--- config.mk ---
export PLATFORM = sky130hd
export DESIGN_NAME = sop_unit
export DESIGN_NICKNAME = d
export VERILOG_FILES = /design/src/rtl/sop_cfg_pkg.sv /design/src/rtl/sop_term.sv /design/src/rtl/sop_bitcount.sv /design/src/rtl/sop_accum.sv /design/src/rtl/sop_unit.sv
export SDC_FILE = /design/constraint.sdc
export NUM_CORES = 1
export LEC_CHECK = 0
export ABC_AREA = 1
export BUFFER_PORTS_ARGS = -buffer_cell sky130_fd_sc_hd__buf_2
export CORE_MARGIN = 2
export CORE_UTILIZATION = 58
export DETAILED_ROUTE_END_ITERATION = 10
export PLACE_DENSITY = 0.8
export REMOVE_ABC_BUFFERS = 1
export SLEW_MARGIN = 5
export SYNTH_ARGS = -nofsm -noshare
export SYNTH_HDL_FRONTEND = slang
export SYNTH_SLANG_ARGS = --single-unit
--- constraint.sdc ---
create_clock -name vclk -period 47.2
set_input_delay 14.16 -clock vclk [all_inputs]
set_output_delay 14.16 -clock vclk [all_outputs]
set_load 0.05 [all_outputs]
--- src/rtl/sop_cfg_pkg.sv ---
package sop_cfg_pkg;
  localparam int CFG_MAX_W = 512;
  localparam int HDR_W     = 4;

  typedef logic [CFG_MAX_W-1:0] cfg_vec_t;

  function automatic int read_field(cfg_vec_t c, int pos, int n);
    int v = 0;
    for (int i = 0; i < n; i++)
      if (c[pos+i]) v = v | (1 << i);
    return v;
  endfunction

  function automatic int field_w(cfg_vec_t c);
    return read_field(c, 0, HDR_W);
  endfunction

  function automatic int desc_w(cfg_vec_t c);
    return 2 + 2 * field_w(c);
  endfunction

  function automatic int term_count(cfg_vec_t c, int cw);
    return (cw - HDR_W) / desc_w(c);
  endfunction

  function automatic int desc_base(cfg_vec_t c, int k);
    return HDR_W + k * desc_w(c);
  endfunction

  function automatic bit term_signed(cfg_vec_t c, int k);
    return c[desc_base(c, k)];
  endfunction

  function automatic bit term_sub(cfg_vec_t c, int k);
    return c[desc_base(c, k) + 1];
  endfunction

  function automatic int term_size_a(cfg_vec_t c, int k);
    return read_field(c, desc_base(c, k) + 2, field_w(c));
  endfunction

  function automatic int term_size_b(cfg_vec_t c, int k);
    return read_field(c, desc_base(c, k) + 2 + field_w(c), field_w(c));
  endfunction

  function automatic int term_off(cfg_vec_t c, int k);
    int off = 0;
    for (int j = 0; j < k; j++)
      off = off + term_size_a(c, j) + term_size_b(c, j);
    return off;
  endfunction

  function automatic int bus_used(cfg_vec_t c, int cw);
    return term_off(c, term_count(c, cw));
  endfunction
endpackage

--- src/rtl/sop_term.sv ---
module sop_term #(
  parameter int OUT_W     = 12,
  parameter int SA        = 8,
  parameter int SB        = 8,
  parameter bit IS_SIGNED = 1'b0,
  parameter bit DO_SUB    = 1'b0,
  localparam int AW = (SA > 0) ? SA : 1,
  localparam int BW = (SB > 0) ? SB : 1,
  localparam int WM = (AW > BW) ? AW : BW
) (
  input  logic [AW-1:0]    a_i,
  input  logic [BW-1:0]    b_i,
  output logic [OUT_W-1:0] raw_o,
  output logic [OUT_W-1:0] term_o
);
  // Extend an n-bit value to the result width: sign or zero fill by flag.
  function automatic logic [OUT_W-1:0] widen(logic [WM-1:0] v, int n);
    logic [OUT_W-1:0] r;
    r = '0;
    if (n > 0) begin
      for (int i = 0; i < OUT_W; i++)
        r[i] = (i < n) ? v[i] : (IS_SIGNED ? v[n-1] : 1'b0);
    end
    return r;
  endfunction

  logic [OUT_W-1:0] ext_a, ext_b;

  always_comb begin
    ext_a = widen(WM'(a_i), SA);
    ext_b = widen(WM'(b_i), SB);
  end

  if (SB == 0) begin : g_single
    assign raw_o = ext_a;
  end else begin : g_prod
    assign raw_o = ext_a * ext_b;
  end

  if (DO_SUB) begin : g_neg
    assign term_o = '0 - raw_o;
  end else begin : g_pos
    assign term_o = raw_o;
  end
endmodule

--- src/rtl/sop_bitcount.sv ---
module sop_bitcount #(
  parameter int BIT_W = 3,
  parameter int CNT_W = 2
) (
  input  logic [BIT_W-1:0] bits_i,
  output logic [CNT_W-1:0] cnt_o
);
  always_comb begin
    cnt_o = '0;
    for (int i = 0; i < BIT_W; i++)
      cnt_o = cnt_o + CNT_W'(bits_i[i]);
  end
endmodule

--- src/rtl/sop_accum.sv ---
module sop_accum #(
  parameter int NT    = 1,
  parameter int OUT_W = 12,
  parameter int CNT_W = 2
) (
  input  logic [NT-1:0][OUT_W-1:0] term_i,
  input  logic [CNT_W-1:0]         cnt_i,
  output logic [OUT_W-1:0]         sum_o
);
  always_comb begin
    sum_o = '0;
    for (int k = 0; k < NT; k++)
      sum_o = sum_o + term_i[k];
    sum_o = sum_o + OUT_W'(cnt_i);
  end
endmodule

--- src/rtl/sop_unit.sv ---
module sop_unit #(
  parameter int CFG_W = 54,
  parameter logic [CFG_W-1:0] CFG = {10'd20, 10'd0, 10'd31, 10'd346, 10'd545, 4'd4},
  parameter int IN_W  = 39,
  parameter int BIT_W = 3,
  parameter int OUT_W = 12
) (
  input  logic [IN_W-1:0]  opnd_i,
  input  logic [BIT_W-1:0] bits_i,
  output logic [OUT_W-1:0] result_o
);
  import sop_cfg_pkg::*;

  localparam cfg_vec_t CFG_X  = cfg_vec_t'(CFG);
  localparam int       DW     = desc_w(CFG_X);
  localparam int       NT     = term_count(CFG_X, CFG_W);
  localparam int       NT_ARR = (NT > 0) ? NT : 1;
  localparam int       USED   = bus_used(CFG_X, CFG_W);
  localparam int       CNT_W  = $clog2(BIT_W + 1);

  if (CFG_W < HDR_W || CFG_W > CFG_MAX_W || NT < 1 ||
      ((CFG_W - HDR_W) % DW) != 0 || USED != IN_W) begin : g_bad_cfg
    $error("sop_unit: configuration length or operand bus width mismatch");
  end

  // Per-term values brought out for the checker.
  logic [NT_ARR-1:0][OUT_W-1:0] raw_val;
  logic [NT_ARR-1:0][OUT_W-1:0] term_val;
  logic [CNT_W-1:0]             bit_cnt;

  for (genvar k = 0; k < NT_ARR; k++) begin : g_term
    localparam int SA  = term_size_a(CFG_X, k);
    localparam int SB  = term_size_b(CFG_X, k);
    localparam int OFF = term_off(CFG_X, k);
    localparam int AW  = (SA > 0) ? SA : 1;
    localparam int BW  = (SB > 0) ? SB : 1;

    logic [AW-1:0] a_s;
    logic [BW-1:0] b_s;

    if (SA > 0) begin : g_a
      assign a_s = opnd_i[OFF +: AW];
    end else begin : g_a_none
      assign a_s = '0;
    end

    if (SB > 0) begin : g_b
      assign b_s = opnd_i[OFF + SA +: BW];
    end else begin : g_b_none
      assign b_s = '0;
    end

    sop_term #(
      .OUT_W    (OUT_W),
      .SA       (SA),
      .SB       (SB),
      .IS_SIGNED(term_signed(CFG_X, k)),
      .DO_SUB   (term_sub(CFG_X, k))
    ) u_term (
      .a_i   (a_s),
      .b_i   (b_s),
      .raw_o (raw_val[k]),
      .term_o(term_val[k])
    );
  end

  sop_bitcount #(.BIT_W(BIT_W), .CNT_W(CNT_W)) u_bits (
    .bits_i(bits_i),
    .cnt_o (bit_cnt)
  );

  sop_accum #(.NT(NT_ARR), .OUT_W(OUT_W), .CNT_W(CNT_W)) u_acc (
    .term_i(term_val),
    .cnt_i (bit_cnt),
    .sum_o (result_o)
  );
endmodule

==> summary.txt <==
Critical path
  – Startpoint Class: input pin
  – CP arrival: 20.98 ns
  – Last element of the critical path: result_o[11]
  – Max incr delay on CP: approximately 0.55 ns
  – Delay-heaviest family, CP: adder cells
  – Critical path capture point type: primary output
  – CP max FO: 5
  – CP required: 33.04 ns
  – Kind of critical path: input pin to primary output
  – Levels on crit path: 29
  – Slowest cell on the critical path: fa_1
  – WP buf/inv: 7
  – Crit. Startpoint: opnd_i[19]
  – Crit path top cell by count: fa_1

CTS
  – Post_cts resized: 0
  – Cts-stage hold buffer count: 0
  – Post-CTS Setup Bufs: 0

Synthesis
  – Post-synthesis mux area share: 0%
  – Top-count cell post-synth: inv_1
  – Mapped Area: 3860 um^2
  – Post-synthesis simple-gate area fraction: 17.5%
  – Synth Area in XOR/XNOR: about 5.2%
  – Top cell type's share of synthesized area: approximately 39%
  – Synth top area cells: fa_1 39%, ha_1 17%, inv_1 16%
  – Register area share after synthesis: 0%
  – Post-Synth Adder-Cell Area: between 50% and 60%
  – Compound-cell area share of the yosys netlist: 4.08%
  – Ys Warns: 0
  – Main combinational cell family by area after synthesis: adder cells
  – Most frequent cells after synthesis: 163 x inv_1, 128 x nand2_1, 75 x fa_1, 52 x ha_1, 16 x a21oi_1
  – Synth cell types: 29
  – Syn Inst Count: 517
  – Yosys top cell by area: fa_1
  – Post-Syn Area per Cell: approximately 7.5 um^2

Drt
  – Vias: approximately 3100
  – Antenna Nets Post-Route: 0
  – Routed WL: between 7000 and 8000 um
  – Vias per cell: 4.88
  – DR WL/cell: between 10 and 15 um
  – Drt drc: 0
  – Drt first pass iters: 4
  – Iter 0 DRT Violations: between 100 and 150

Die
  – Initial core utilization: between 60% and 70%
  – Core footprint: around 6400 um^2
  – Die width: roughly 86 um
  – Die area: about 7300 um^2
  – Die H: 85.6 um
  – Row Count: 29
  – IO Pins: 54

Placed design
  – Detail Placement HPWL: 6760 um
  – Place WS: about 12 ns
  – GP Congestion: about 0.94
  – Port-buffer cells: 54

Run
  – Max-Cap Viols: 0

STA
  – Max-slew violations: 0
  – Min cycle time layout: ~35 ns
  – Max Clk Rate: between 20 and 30 MHz
  – Least-Margin Pin Slew: ~0.30 ns
  – Slew HR: 79.9%
  – TNS Setup: 0 ns
  – Final period utilization: about three quarters
  – Final hold vios: 0
  – Min setup slack post-route: between 10 and 15 ns
  – RSZ-0062 raised after global routing: no
  – Final setup violation count: 0

Finish
  – # diodes: 0
  – P&R area growth vs syn: 8.29%
  – FF/Latch Area: 0 um^2
  – Layout Nets: 733
  – Seq Cell Count: 0
  – Layout cell share with drive strength beyond 1: between 10% and 20%
  – Clk_buf instances: 0

GRT
  – Largest net degree at the start of global routing: 11
  – Initial antenna violation count: 0
  – Global route total overflow: 0
  – Total track usage: a little under a quarter
  – First-pass GRT wire length: 13900 um
  – Vias in the first global route: roughly 3400

Min path
  – Worst hold path depth: 4
  – Worst Hold Class: input pin to primary output

Run status
  – Run status: completed
## per-layer routing
| layer | vias to the layer above | routed length (um) | track usage [%] |
|---|---|---|---|
| li1 | 1573 | - | - |
| met1 | 1459 | 3000 | 28.4 |
| met2 | 78 | 3820 | 44.3 |
| met3 | 8 | 321 | 0.770 |
| met4 | 0 | 104 | 2.89 |
| met5 | - | 0 | 0 |
## metrics by stage
step | std cells | util (%) | hold slack, ns | instance area [um^2]
after floorplan | 508 | - | 28.81 | 3820
after global placement | 639 | 65.5 | 28.88 | 4180
after detailed placement | 639 | 65.5 | 28.91 | 4180
after CTS | 639 | 65.5 | 28.92 | 4180
after global routing | 639 | 65.5 | 28.93 | 4180
final | 639 | 65.5 | 28.90 | 4180
## how the worst min path moves through the flow
stage / from / end / slack, ns
final: bits_i[2] / result_o[0] / 28.90
after global routing: bits_i[2] / result_o[0] / 28.93
after CTS: bits_i[2] / result_o[0] / 28.92
after detailed placement: bits_i[2] / result_o[0] / 28.91
after global placement: bits_i[2] / result_o[0] / 28.88
after floorplan: bits_i[2] / result_o[0] / 28.81
## layout make-up
| cell class | instances | area [um^2] |
|---|---|---|
| timing repair buffer | 54 | 270 |
| tap | 77 | 96.3 |
| fill | 567 | 2200 |
| multi-input combinational | 340 | 3190 |
| inverter | 168 | 631 |
## layout by cell type, fill, tap and decap left out
| cell | instances |
|---|---|
| a31oi_1 | 1 |
| nor3_1 | 2 |
| clkinv_1 | 1 |
| nand4_1 | 3 |
| o21a_1 | 1 |
| nand2_2 | 3 |
| nand3_1 | 9 |
| or2_2 | 1 |
| o211ai_1 | 3 |
| inv_2 | 4 |
| xor2_1 | 12 |
| a21oi_1 | 16 |
| ha_1 | 52 |
| inv_1 | 163 |
| a21o_1 | 1 |
| nand3b_1 | 1 |
| xnor2_1 | 9 |
| nor2_1 | 10 |
| o21ai_2 | 1 |
| xor2_2 | 1 |
| nand2_1 | 128 |
| fa_1 | 75 |
| nand3_2 | 4 |
| buf_2 | 54 |
| or2_1 | 2 |
| o21ai_1 | 5 |
## worst min-delay path, stage by stage
cell   delay (ns)
buf_2        0.08
ha_1         0.12
ha_1         0.13
buf_2        0.25
## cells by family (layout without fill, tap and decap cells)
logic type | after synthesis | count (layout)
compound gates | 28 | 28
xor+xnor | 22 | 22
fa+ha+maj | 127 | 127
buf+inv | 177 | 222
simple gates | 163 | 163
Power is not shown: default switching activity piles up to over one toggle a cycle in this logic, so the estimate is an artifact.
